==> config.mk <==
export PLATFORM = sky130hd
export DESIGN_NAME = bts_sequencer
export DESIGN_NICKNAME = d
export VERILOG_FILES = /design/src/rtl/bts_pkg.sv /design/src/rtl/bts_plan.sv /design/src/rtl/bts_lane.sv /design/src/rtl/bts_sequencer.sv
export SDC_FILE = /design/constraint.sdc
export NUM_CORES = 2
export LEC_CHECK = 0
export CAP_MARGIN = 5
export CORE_MARGIN = 10
export CORE_UTILIZATION = 30
export CTS_BUF_LIST = sky130_fd_sc_hd__clkbuf_4
export CTS_CLUSTER_SIZE = 28
export DETAILED_ROUTE_END_ITERATION = 8
export PLACE_DENSITY = 0.55
export SLEW_MARGIN = 20
export SYNTH_ARGS = -nofsm -noshare
export SYNTH_HDL_FRONTEND = slang
export SYNTH_HIERARCHICAL = 1
export SYNTH_SLANG_ARGS = --single-unit
==> constraint.sdc <==
create_clock -name clk -period 5.8 [get_ports clk]
set_input_delay 0.58 -clock clk [delete_from_list [all_inputs] [get_ports clk]]
set_output_delay 0.58 -clock clk [all_outputs]
set_load 0.1 [all_outputs]
==> src/rtl/bts_pkg.sv <==
package bts_pkg;

    localparam logic [1:0] SZ_8  = 2'd0;
    localparam logic [1:0] SZ_16 = 2'd1;
    localparam logic [1:0] SZ_32 = 2'd2;
    localparam logic [1:0] SZ_64 = 2'd3;

    typedef enum logic [1:0] {
        ST_IDLE = 2'd0,
        ST_REQ  = 2'd1,
        ST_ADDR = 2'd2,
        ST_DATA = 2'd3
    } bts_state_e;

endpackage

==> src/rtl/bts_plan.sv <==
module bts_plan
    import bts_pkg::*;
#(
    parameter int LINE_BYTES = 32,
    parameter int BEAT_W     = 3
) (
    input  logic              wide,
    input  logic [1:0]        size,
    input  logic [1:0]        port,
    input  logic              burst,
    output logic [1:0]        code,
    output logic [BEAT_W-1:0] last,
    output logic              reject
);
    localparam int WIDE_LAST   = LINE_BYTES / 8 - 1;
    localparam int NARROW_LAST = LINE_BYTES / 4 - 1;

    logic [1:0] bus_code;
    logic [1:0] eff_port;
    logic [1:0] single_code;
    logic [1:0] span;
    logic [3:0] split_cnt;

    always_comb begin
        bus_code    = wide ? SZ_64 : SZ_32;
        eff_port    = (port < bus_code) ? port : bus_code;
        single_code = (size < eff_port) ? size : eff_port;
        span        = size - single_code;
        split_cnt   = 4'd1 << span;
        if (burst) begin
            code   = bus_code;
            reject = (port != bus_code);
            last   = wide ? BEAT_W'(WIDE_LAST) : BEAT_W'(NARROW_LAST);
        end else begin
            code   = single_code;
            reject = 1'b0;
            last   = BEAT_W'(split_cnt - 4'd1);
        end
    end

endmodule

==> src/rtl/bts_lane.sv <==
module bts_lane #(
    parameter int LINE_W = 256,
    parameter int BUS_W  = 64,
    parameter int BEAT_W = 3
) (
    input  logic [LINE_W-1:0] wline,
    input  logic [LINE_W-1:0] rline,
    input  logic [BEAT_W-1:0] beat,
    input  logic [1:0]        code,
    input  logic [BUS_W-1:0]  rdata,
    output logic [BUS_W-1:0]  wbeat,
    output logic [LINE_W-1:0] rline_next
);
    localparam int SH_W = $clog2(LINE_W) + 1;

    logic [SH_W-1:0]   shamt;
    logic [SH_W-1:0]   lane_bits;
    logic [BUS_W-1:0]  mask;
    logic [LINE_W-1:0] wshift;
    logic [LINE_W-1:0] rwide;

    always_comb begin
        lane_bits = SH_W'(8) << code;
        shamt     = SH_W'(beat) << (SH_W'(code) + SH_W'(3));
        if (code == 2'd3) begin
            mask = '1;
        end else begin
            mask = (BUS_W'(1) << lane_bits) - BUS_W'(1);
        end
        wshift     = wline >> shamt;
        wbeat      = wshift[BUS_W-1:0] & mask;
        rwide      = {{(LINE_W-BUS_W){1'b0}}, rdata & mask};
        rline_next = rline | (rwide << shamt);
    end

endmodule

==> src/rtl/bts_sequencer.sv <==
module bts_sequencer
    import bts_pkg::*;
#(
    parameter int ADDR_W     = 32,
    parameter int BUS_W      = 64,
    parameter int LINE_BYTES = 32
) (
    input  logic                    clk,
    input  logic                    rst_n,
    input  logic                    cfg_wide,
    input  logic                    req_valid,
    output logic                    req_ready,
    input  logic [ADDR_W-1:0]       req_addr,
    input  logic                    req_write,
    input  logic [1:0]              req_size,
    input  logic [1:0]              req_port,
    input  logic                    req_burst,
    input  logic [LINE_BYTES*8-1:0] req_wline,
    output logic                    rsp_done,
    output logic                    rsp_err,
    output logic [LINE_BYTES*8-1:0] rsp_rline,
    output logic                    bus_req,
    input  logic                    bus_grant,
    output logic                    bus_ts,
    output logic [ADDR_W-1:0]       bus_addr,
    output logic                    bus_write,
    output logic                    bus_burst,
    output logic [1:0]              bus_tsiz,
    output logic [BUS_W-1:0]        bus_wdata,
    input  logic [BUS_W-1:0]        bus_rdata,
    input  logic                    bus_ack
);
    localparam int LINE_W = LINE_BYTES * 8;
    localparam int BEAT_W = $clog2(LINE_BYTES / 4);
    localparam logic [ADDR_W-1:0] LINE_MASK = ~ADDR_W'(LINE_BYTES - 1);

    typedef struct packed {
        bts_state_e        st;
        logic [ADDR_W-1:0] addr;
        logic              write;
        logic              burst;
        logic [1:0]        code;
        logic [BEAT_W-1:0] beat;
        logic [BEAT_W-1:0] last;
        logic [LINE_W-1:0] wline;
        logic [LINE_W-1:0] rline;
        logic              done;
        logic              err;
    } seq_t;

    seq_t seq_d, seq_q;

    logic [1:0]        plan_code;
    logic [BEAT_W-1:0] plan_last;
    logic              plan_reject;
    logic [BUS_W-1:0]  lane_wbeat;
    logic [LINE_W-1:0] lane_rline;

    bts_plan #(
        .LINE_BYTES (LINE_BYTES),
        .BEAT_W     (BEAT_W)
    ) u_plan (
        .wide   (cfg_wide),
        .size   (req_size),
        .port   (req_port),
        .burst  (req_burst),
        .code   (plan_code),
        .last   (plan_last),
        .reject (plan_reject)
    );

    bts_lane #(
        .LINE_W (LINE_W),
        .BUS_W  (BUS_W),
        .BEAT_W (BEAT_W)
    ) u_lane (
        .wline      (seq_q.wline),
        .rline      (seq_q.rline),
        .beat       (seq_q.beat),
        .code       (seq_q.code),
        .rdata      (bus_rdata),
        .wbeat      (lane_wbeat),
        .rline_next (lane_rline)
    );

    always_comb begin
        seq_d      = seq_q;
        seq_d.done = 1'b0;
        seq_d.err  = 1'b0;
        unique case (seq_q.st)
            ST_IDLE: begin
                if (req_valid) begin
                    seq_d.rline = '0;
                    if (plan_reject) begin
                        seq_d.done = 1'b1;
                        seq_d.err  = 1'b1;
                    end else begin
                        seq_d.st    = ST_REQ;
                        seq_d.addr  = req_burst ? (req_addr & LINE_MASK) : req_addr;
                        seq_d.write = req_write;
                        seq_d.burst = req_burst;
                        seq_d.code  = plan_code;
                        seq_d.beat  = '0;
                        seq_d.last  = plan_last;
                        seq_d.wline = req_wline;
                    end
                end
            end
            ST_REQ: begin
                if (bus_grant) begin
                    seq_d.st = ST_ADDR;
                end
            end
            ST_ADDR: begin
                seq_d.st = ST_DATA;
            end
            ST_DATA: begin
                if (bus_ack) begin
                    if (!seq_q.write) begin
                        seq_d.rline = lane_rline;
                    end
                    if (seq_q.beat == seq_q.last) begin
                        seq_d.st   = ST_IDLE;
                        seq_d.done = 1'b1;
                    end else begin
                        seq_d.beat = seq_q.beat + BEAT_W'(1);
                        if (!seq_q.burst) begin
                            seq_d.addr = seq_q.addr + (ADDR_W'(1) << seq_q.code);
                            seq_d.st   = ST_ADDR;
                        end
                    end
                end
            end
            default: seq_d.st = ST_IDLE;
        endcase
    end

    always_ff @(posedge clk or negedge rst_n) begin
        if (!rst_n) begin
            seq_q <= '0;
        end else begin
            seq_q <= seq_d;
        end
    end

    assign req_ready = (seq_q.st == ST_IDLE);
    assign bus_req   = (seq_q.st != ST_IDLE);
    assign bus_ts    = (seq_q.st == ST_ADDR);
    assign bus_addr  = seq_q.addr;
    assign bus_write = seq_q.write;
    assign bus_burst = seq_q.burst;
    assign bus_tsiz  = seq_q.code;
    assign bus_wdata = seq_q.write ? lane_wbeat : '0;
    assign rsp_done  = seq_q.done;
    assign rsp_err   = seq_q.err;
    assign rsp_rline = seq_q.rline;

endmodule

Yosys cells after proc, flatten, opt, wreduce, memory -nomap -nowiden
Cells that the tools add are included.
{"block": "totals", "regBits": 558, "latch_bits": 0, "ram_bits": 0, "rom_bits": 0, "inputBits": 364, "out_inout_bits": 361, "wordCells": 80, "memories": 0}
{"block": "classes", "addsub": 6, "n_mul": 0, "div_mod_pow": 0, "order_cmp": 2, "n_eq_ne": 14, "n_shift": 7, "n_mux": 28, "bitwise": 4, "reduce_logical": 8}
{"operator": "two-way mux 558 bit", "n": 1}
{"operator": "one-hot mux 257 bit (2 select lines)", "n": 1}
{"operator": "two-way mux 300 bit", "n": 1}
{"operator": "two-way mux 257 bit", "n": 1}
{"operator": "two-way mux 256 bit", "n": 1}
{"operator": "bitwise OR 256 bit", "n": 1}
{"operator": "left shift 64 x 9 -> 256 bit", "n": 1}
{"operator": ">> shifter 256 x 9 -> 64 bit", "n": 1}
{"operator": "AND 64 bit", "n": 2}
{"operator": "two-way mux 64 bit", "n": 2}
{"operator": "two-way mux 34 bit", "n": 2}
{"operator": "one-hot mux 32 bit (2 select lines)", "n": 1}
{"operator": "left shift 1 x 9 -> 64 bit (first input constant)", "n": 1}
{"operator": "subtractor 64 x 2 -> 64 bit (second input constant)", "n": 1}
{"operator": "adder 32 bit", "n": 1}
{"operator": "two-way mux 32 bit", "n": 1}
{"operator": "left shift 1 x 2 -> 32 bit (first input constant)", "n": 1}
{"operator": "!= test 2 bit (second input constant)", "n": 7}
{"operator": "two-way mux 2 bit", "n": 6}
{"operator": "two-way mux 3 bit", "n": 4}
{"operator": "AND reduction 5 bit", "n": 2}
{"operator": "left shift 3 x 9 -> 9 bit", "n": 1}
{"operator": "left shift 4 x 2 -> 9 bit (first input constant)", "n": 1}
{"operator": "one-hot mux 2 bit (4 select lines)", "n": 1}
{"operator": "other kinds (20)", "n": 27}

Logic depth before layout (Yosys ltp)
{"block": "depth", "word_depth": 12, "ltp_mapped": 21, "mapped_depth_nobuf": 14}

Hierarchy
The synthesis kept the hierarchy.
{"module": "bts_lane", "n_inst": 1, "cells_per_inst": 4174, "area_each_um2": 27562.7}
{"module": "bts_sequencer", "n_inst": 1, "cells_per_inst": 2375, "area_each_um2": 25069.0}
{"module": "bts_plan", "n_inst": 1, "cells_per_inst": 24, "area_each_um2": 173.9}

Least setup slack after synthesis
OpenSTA, ideal clock, no wires.
{"block": "synth_path", "path_kind": "reg2out", "startpoint": "reg seq_q (netlist bit bus_tsiz[0])", "endpoint": "out bus_wdata[13]", "t_arrival_ps": 4305, "t_required_ps": 5220, "setup_slack_ps": 915, "stages_incl_launch_ff": 18, "path_cell_list": "dfrtp_1 buf_4 buf_2 inv_1 ha_1 buf_6 buf_2 and2_1 nand2_1 buf_4 buf_2 buf_2 buf_2 mux2_2 a221oi_2 o21ai_1 nor4_1 and2_1"}
{"block": "synth_between", "elab_chain_cells": 6, "word_cells_on_any_way": 10, "classes_between": "add/sub (2); eq/ne (1); shift (4); mux (2); bitwise (1)"}
{"item": "start: declaration", "line_no": "bts_sequencer.sv:51", "text": "seq_t seq_d, seq_q;"}
{"item": "start signal: assignment", "line_no": "bts_sequencer.sv:142", "text": "seq_q <= seq_d;"}
{"item": "left shift 4 x 2 -> 9 bit", "line_no": "bts_lane.sv:23", "text": "lane_bits = SH_W'(8) << code;"}
{"item": "left shift 1 x 9 -> 64 bit", "line_no": "bts_lane.sv:28", "text": "mask = (BUS_W'(1) << lane_bits) - BUS_W'(1);"}
{"item": "subtractor 64 x 2 -> 64 bit", "line_no": "bts_lane.sv:28"}
{"item": "two-way mux 64 bit", "line_no": "bts_lane.sv:25", "text": "if (code == 2'd3) begin"}
{"item": "AND 64 bit *", "line_no": "bts_lane.sv:31", "text": "wbeat = wshift[BUS_W-1:0] & mask;"}
{"item": "net lane_wbeat[13]", "line_no": "bts_sequencer.sv:56", "text": "logic [BUS_W-1:0] lane_wbeat;"}
{"item": "two-way mux 64 bit *", "line_no": "bts_sequencer.sv:153", "text": "assign bus_wdata = seq_q.write ? lane_wbeat : '0;"}
{"item": "end: declaration", "line_no": "bts_sequencer.sv:29", "text": "output logic [BUS_W-1:0] bus_wdata,"}
Mark *: on every way through the listed nets, which the timed path passes. The rest lies on a longest branch.

Worst setup path after layout
{"block": "layout_path", "startpoint": "reg seq_q (netlist bit bus_tsiz[1])", "endpoint": "out bus_wdata[30]"}
The elaborated chain is that of the path after synthesis.

==> summary.md <==
| Metric | Value |
|---|---|
| First-pass GRT wire length | `around 560 mm` |
| Slew Viols, Final | `0` |
| Post-synthesis sequential area ratio | `26.4%` |
| Maximum clock rate | `approximately 0.16 GHz` |
| Dominant synthesized flop cell | `dfrtp_1` |
| Post-DP Area | `64600 sq um` |
| Status | `finished, violations left` |
| Clock root cell | `clkbuf_4` |
| Worst-Skew Late Latency | `roughly 1.3 ns` |
| Final hold violations | `0` |
| NumNets Final | `a little over 8000` |
| ANT nets after route | `0` |
| Worst r2r path cells | `14` |
| Mapped cell area | `between 50000 and 60000 sq um` |
| Hold path start | `req_addr[28]` |
| Post-route cell area | `76400 sq um` |
| Sink Count | `558` |
| P per Cell Area | `between 500 and 600 nW/um^2` |
| IO Count | `a little over 700` |
| DP HPWL | `between 300 and 400 mm` |
| CTS clk-pin slew, worst paths | `about 0.06 ns` |
| Failing checks | `negative setup slack` |
| Count leader, synth | `nand2_1` |
| Final worst path period need | `6.26 ns` |
| P_leak | `approximately 31 nW` |
| Initial DRC Count | `between 7000 and 8000` |
| Post-route setup slack | `-0.462 ns` |
| Max incr delay on CP | `0.52 ns` |
| DRC viols | `0` |
| Crit path max-delay family | `compound AO/OA/AOI/OAI gates` |
| Worst r2r dst | `rsp_rline[115]` |
| Crit path launch type | `flip-flop` |
| CP Cell Sequence | `inv_2, ha_4, mux2_4, a21oi_4, or2_4, buf_4, nand2_1, a21oi_1, o211ai_1, o22ai_1, and2_1, buf_12` |
| Setup Skew | `0.0799 ns` |
| Met1 usage | `a little under half` |
| Initial core utilization | `between 30% and 40%` |
| Die width | `440 um` |
| Yosys Warn Count | `6` |
| Req. time, crit path | `5.22 ns` |
| Reg2reg setup slack | `0.79 ns` |
| Via/cell ratio | `between 6 and 7` |
| Cell count of the worst hold path | `4` |
| Worst-Margin Slew | `~1.2 ns` |
| # rows | `between 150 and 200` |
| CP Max Fanout | `15` |
| Slowest CP cell | `nand2_1` |
| Post-Place Cells | `9399` |
| Htree depth | `4` |
| Share of cells above drive strength 1 | `29.2%` |
| Area Overhead vs Synth | `44.8%` |
| #FFs+latches synth | `558` |
| Sequential cell area | `14000 sq um` |
| Max-Slew Margin vs Limit | `~19%` |
| Worst vdd ir | `between 0.4 and 0.5 mV` |
| Core area | `roughly 170000 sq um` |
| Via count | `~65000` |
| Setup CP Type | `reg -> out` |
| GRT Total Usage | `just over 40%` |
| Share of the synthesized area in the top cell type | `a little over a quarter` |
| RePlAce Congestion | `around 1.1` |
| Number of port buffers | `724` |
| Commonest cells in the netlist | `946 x nand2_1, 558 x dfrtp_1, 508 x o21ai_0, 433 x a21oi_1, 416 x mux2i_1` |
| Avg WL per Cell | `just over 40 um` |
| Largest net degree at the start of global routing | `165` |
| Total wire length | `a little over 400 mm` |
| Crit end category | `primary output` |
| Avg Inst Size Synth | `approximately 8 sq um` |
| GRT overflow | `0` |
| Initial antenna violation count | `57` |
| Hold Path Class | `in -> reg` |
| Net Count, Synth | `6957` |
| Length of the first detailed-routing pass in iterations | `7` |
| Die area | `~190000 sq um` |
| GR peak layer | `met2` |
| Max cap viols | `0` |
| CTS tree | `yes` |
| Ys async rst share | `between 90% and 100%` |
| Post-synth EDFFs | `0` |
| Final period utilization | `108%` |
| Leading area contributor after synthesis | `dfrtp_1` |
| RSZ-0062 raised after global routing | `true` |
| Crit Reg-Reg Startpoint | `bus_tsiz[1]` |
| Final setup fails | `64` |
| Mapped Cells | `about 6600` |
| Clock Tree Buf Depth | `3` |
| Worst endpoint data arrival time | `roughly 5.7 ns` |
| Fin cells | `approximately 10000` |
| Synth area leaders | `dfrtp_1 26%, mux2i_1 7.9%, mux2_2 7.3%` |
| CTS buffer count | `about 170` |
| Chip height | `440 um` |
| Fill count | `between 15000 and 20000` |
| Vias in the first global route | `between 60000 and 70000` |
| Synth cell types | `roughly 110` |
| GR Util met3 | `11.0%` |
| Hold endpoint | `bus_addr[28]` |
| Multi-input logic area | `38000 sq um` |
| GR Util met2 | `approximately 64%` |
| Worst Path Buf+Inv | `3` |
-- logic make-up after synthesis --
| group | after synthesis | synth area share [%] |
|---|---|---|
| multiplexers | 785 | 16.3 |
| XOR/XNOR | 5 | 0.0829 |
| AO/OA/AOI/OAI | 2385 | 31.0 |
| adder cells (fa/ha/maj) | 20 | 0.488 |
| AND/OR/NAND/NOR | 1844 | 15.5 |
| buffers and inverters | 976 | 10.2 |
| flip-flops | 558 | 26.4 |
-- flip-flops by register name, summed over array words and instances (netlist names) --
register,cells
bus_burst,1
rsp_err,1
rsp_rline,256
bus_addr,32
seq_q,264
rsp_done,1
bus_tsiz,2
bus_write,1
-- stage by stage --
step                util [%]  worst slack [ns]  power [mW]  setup TNS [ns]  hold WS (ns)
floorplan                  -             0.915        20.3               0         0.284
global placement        37.0            -0.271        36.6          -0.706         0.487
detailed placement      37.1            -0.261        36.5          -0.615         0.493
CTS                     42.5            -0.430        43.2          -16.29       0.00346
global route            43.8            -0.398        46.2          -16.73         0.130
finish                  43.8            -0.462        45.8          -14.89         0.105
-- power by group --
part           internal [mW]  leakage (nW)  switching (mW)  total (mW)
clock                   1.97          1.27            2.09        4.05
combinational           11.6          22.6            23.1        34.7
sequential              4.97          7.16            2.04        7.01
total                   18.5          31.0            27.3        45.8
-- cell type report --
type | instances | area share, %
multi-input cells | 5041 | 49.7
repair buffers | 1867 | 24.9
flip-flops and latches | 558 | 18.3
well taps | 2325 | 3.81
clock buffers | 244 | 2.40
clock inverters | 51 | 0.416
inverters | 62 | 0.304
diodes | 52 | 0.170
-- per-layer routing --
metal,share of wire [%],up-vias
li1,-,26800
met1,37,32600
met2,44,4202
met3,9.3,1369
met4,9.9,8
met5,0.059,-
-- how the worst max path moves through the flow --
stage                startpoint             to  slack [ns]  depth (start not counted)
floorplan           bus_tsiz[0]  bus_wdata[13]        0.92                         17
global placement    bus_tsiz[1]  bus_wdata[61]       -0.27                         17
detailed placement  bus_tsiz[1]  bus_wdata[61]       -0.26                         17
CTS                 bus_tsiz[1]  bus_wdata[13]       -0.43                         16
global route        bus_tsiz[1]  bus_wdata[11]       -0.40                         18
finish              bus_tsiz[1]  bus_wdata[30]       -0.46                         12
-- cells in the final DEF, fill, tap and decap left out, types with 94 or more instances in the layout --
| cell | count |
|---|---|
| a21oi_1 | 354 |
| clkdlybuf4s50_1 | 652 |
| nand2_1 | 914 |
| a211oi_1 | 190 |
| mux2i_1 | 302 |
| dlygate4sd3_1 | 290 |
| buf_4 | 696 |
| buf_12 | 129 |
| a211oi_2 | 94 |
| mux2_2 | 321 |
| o22ai_1 | 97 |
| nor2_1 | 294 |
| nand3_1 | 113 |
| dfrtp_1 | 554 |
| o21ai_0 | 471 |
| clkbuf_4 | 244 |
| nor3_1 | 119 |
| a21o_1 | 119 |
-- timing repair --
item | 4_1_cts | 5_1_grt
setup buffers | 91 | 48
setup endpoints to repair | 64 | 64
endpoints found under the hold margin | 744 | 0
resized for setup | 671 | 309
gates cloned | 14 | 11
pin swaps | 83 | 73
hold buffers | 291 | 0
-- worst register-to-register path, cell delays in order, from the launching register on --
cell     delay, ns
dfrtp_1       0.38
inv_2         0.07
ha_4          0.34
and4_4        0.42
buf_6         0.43
buf_4         0.42
mux2i_1       0.38
mux2i_1       0.16
and2_0        0.51
nand2_1       0.19
o31a_1        0.70
mux2i_1       0.41
a211o_1       0.35
nand2_1       0.05
o21ai_0       0.07
(Power assumes the default switching activity.)
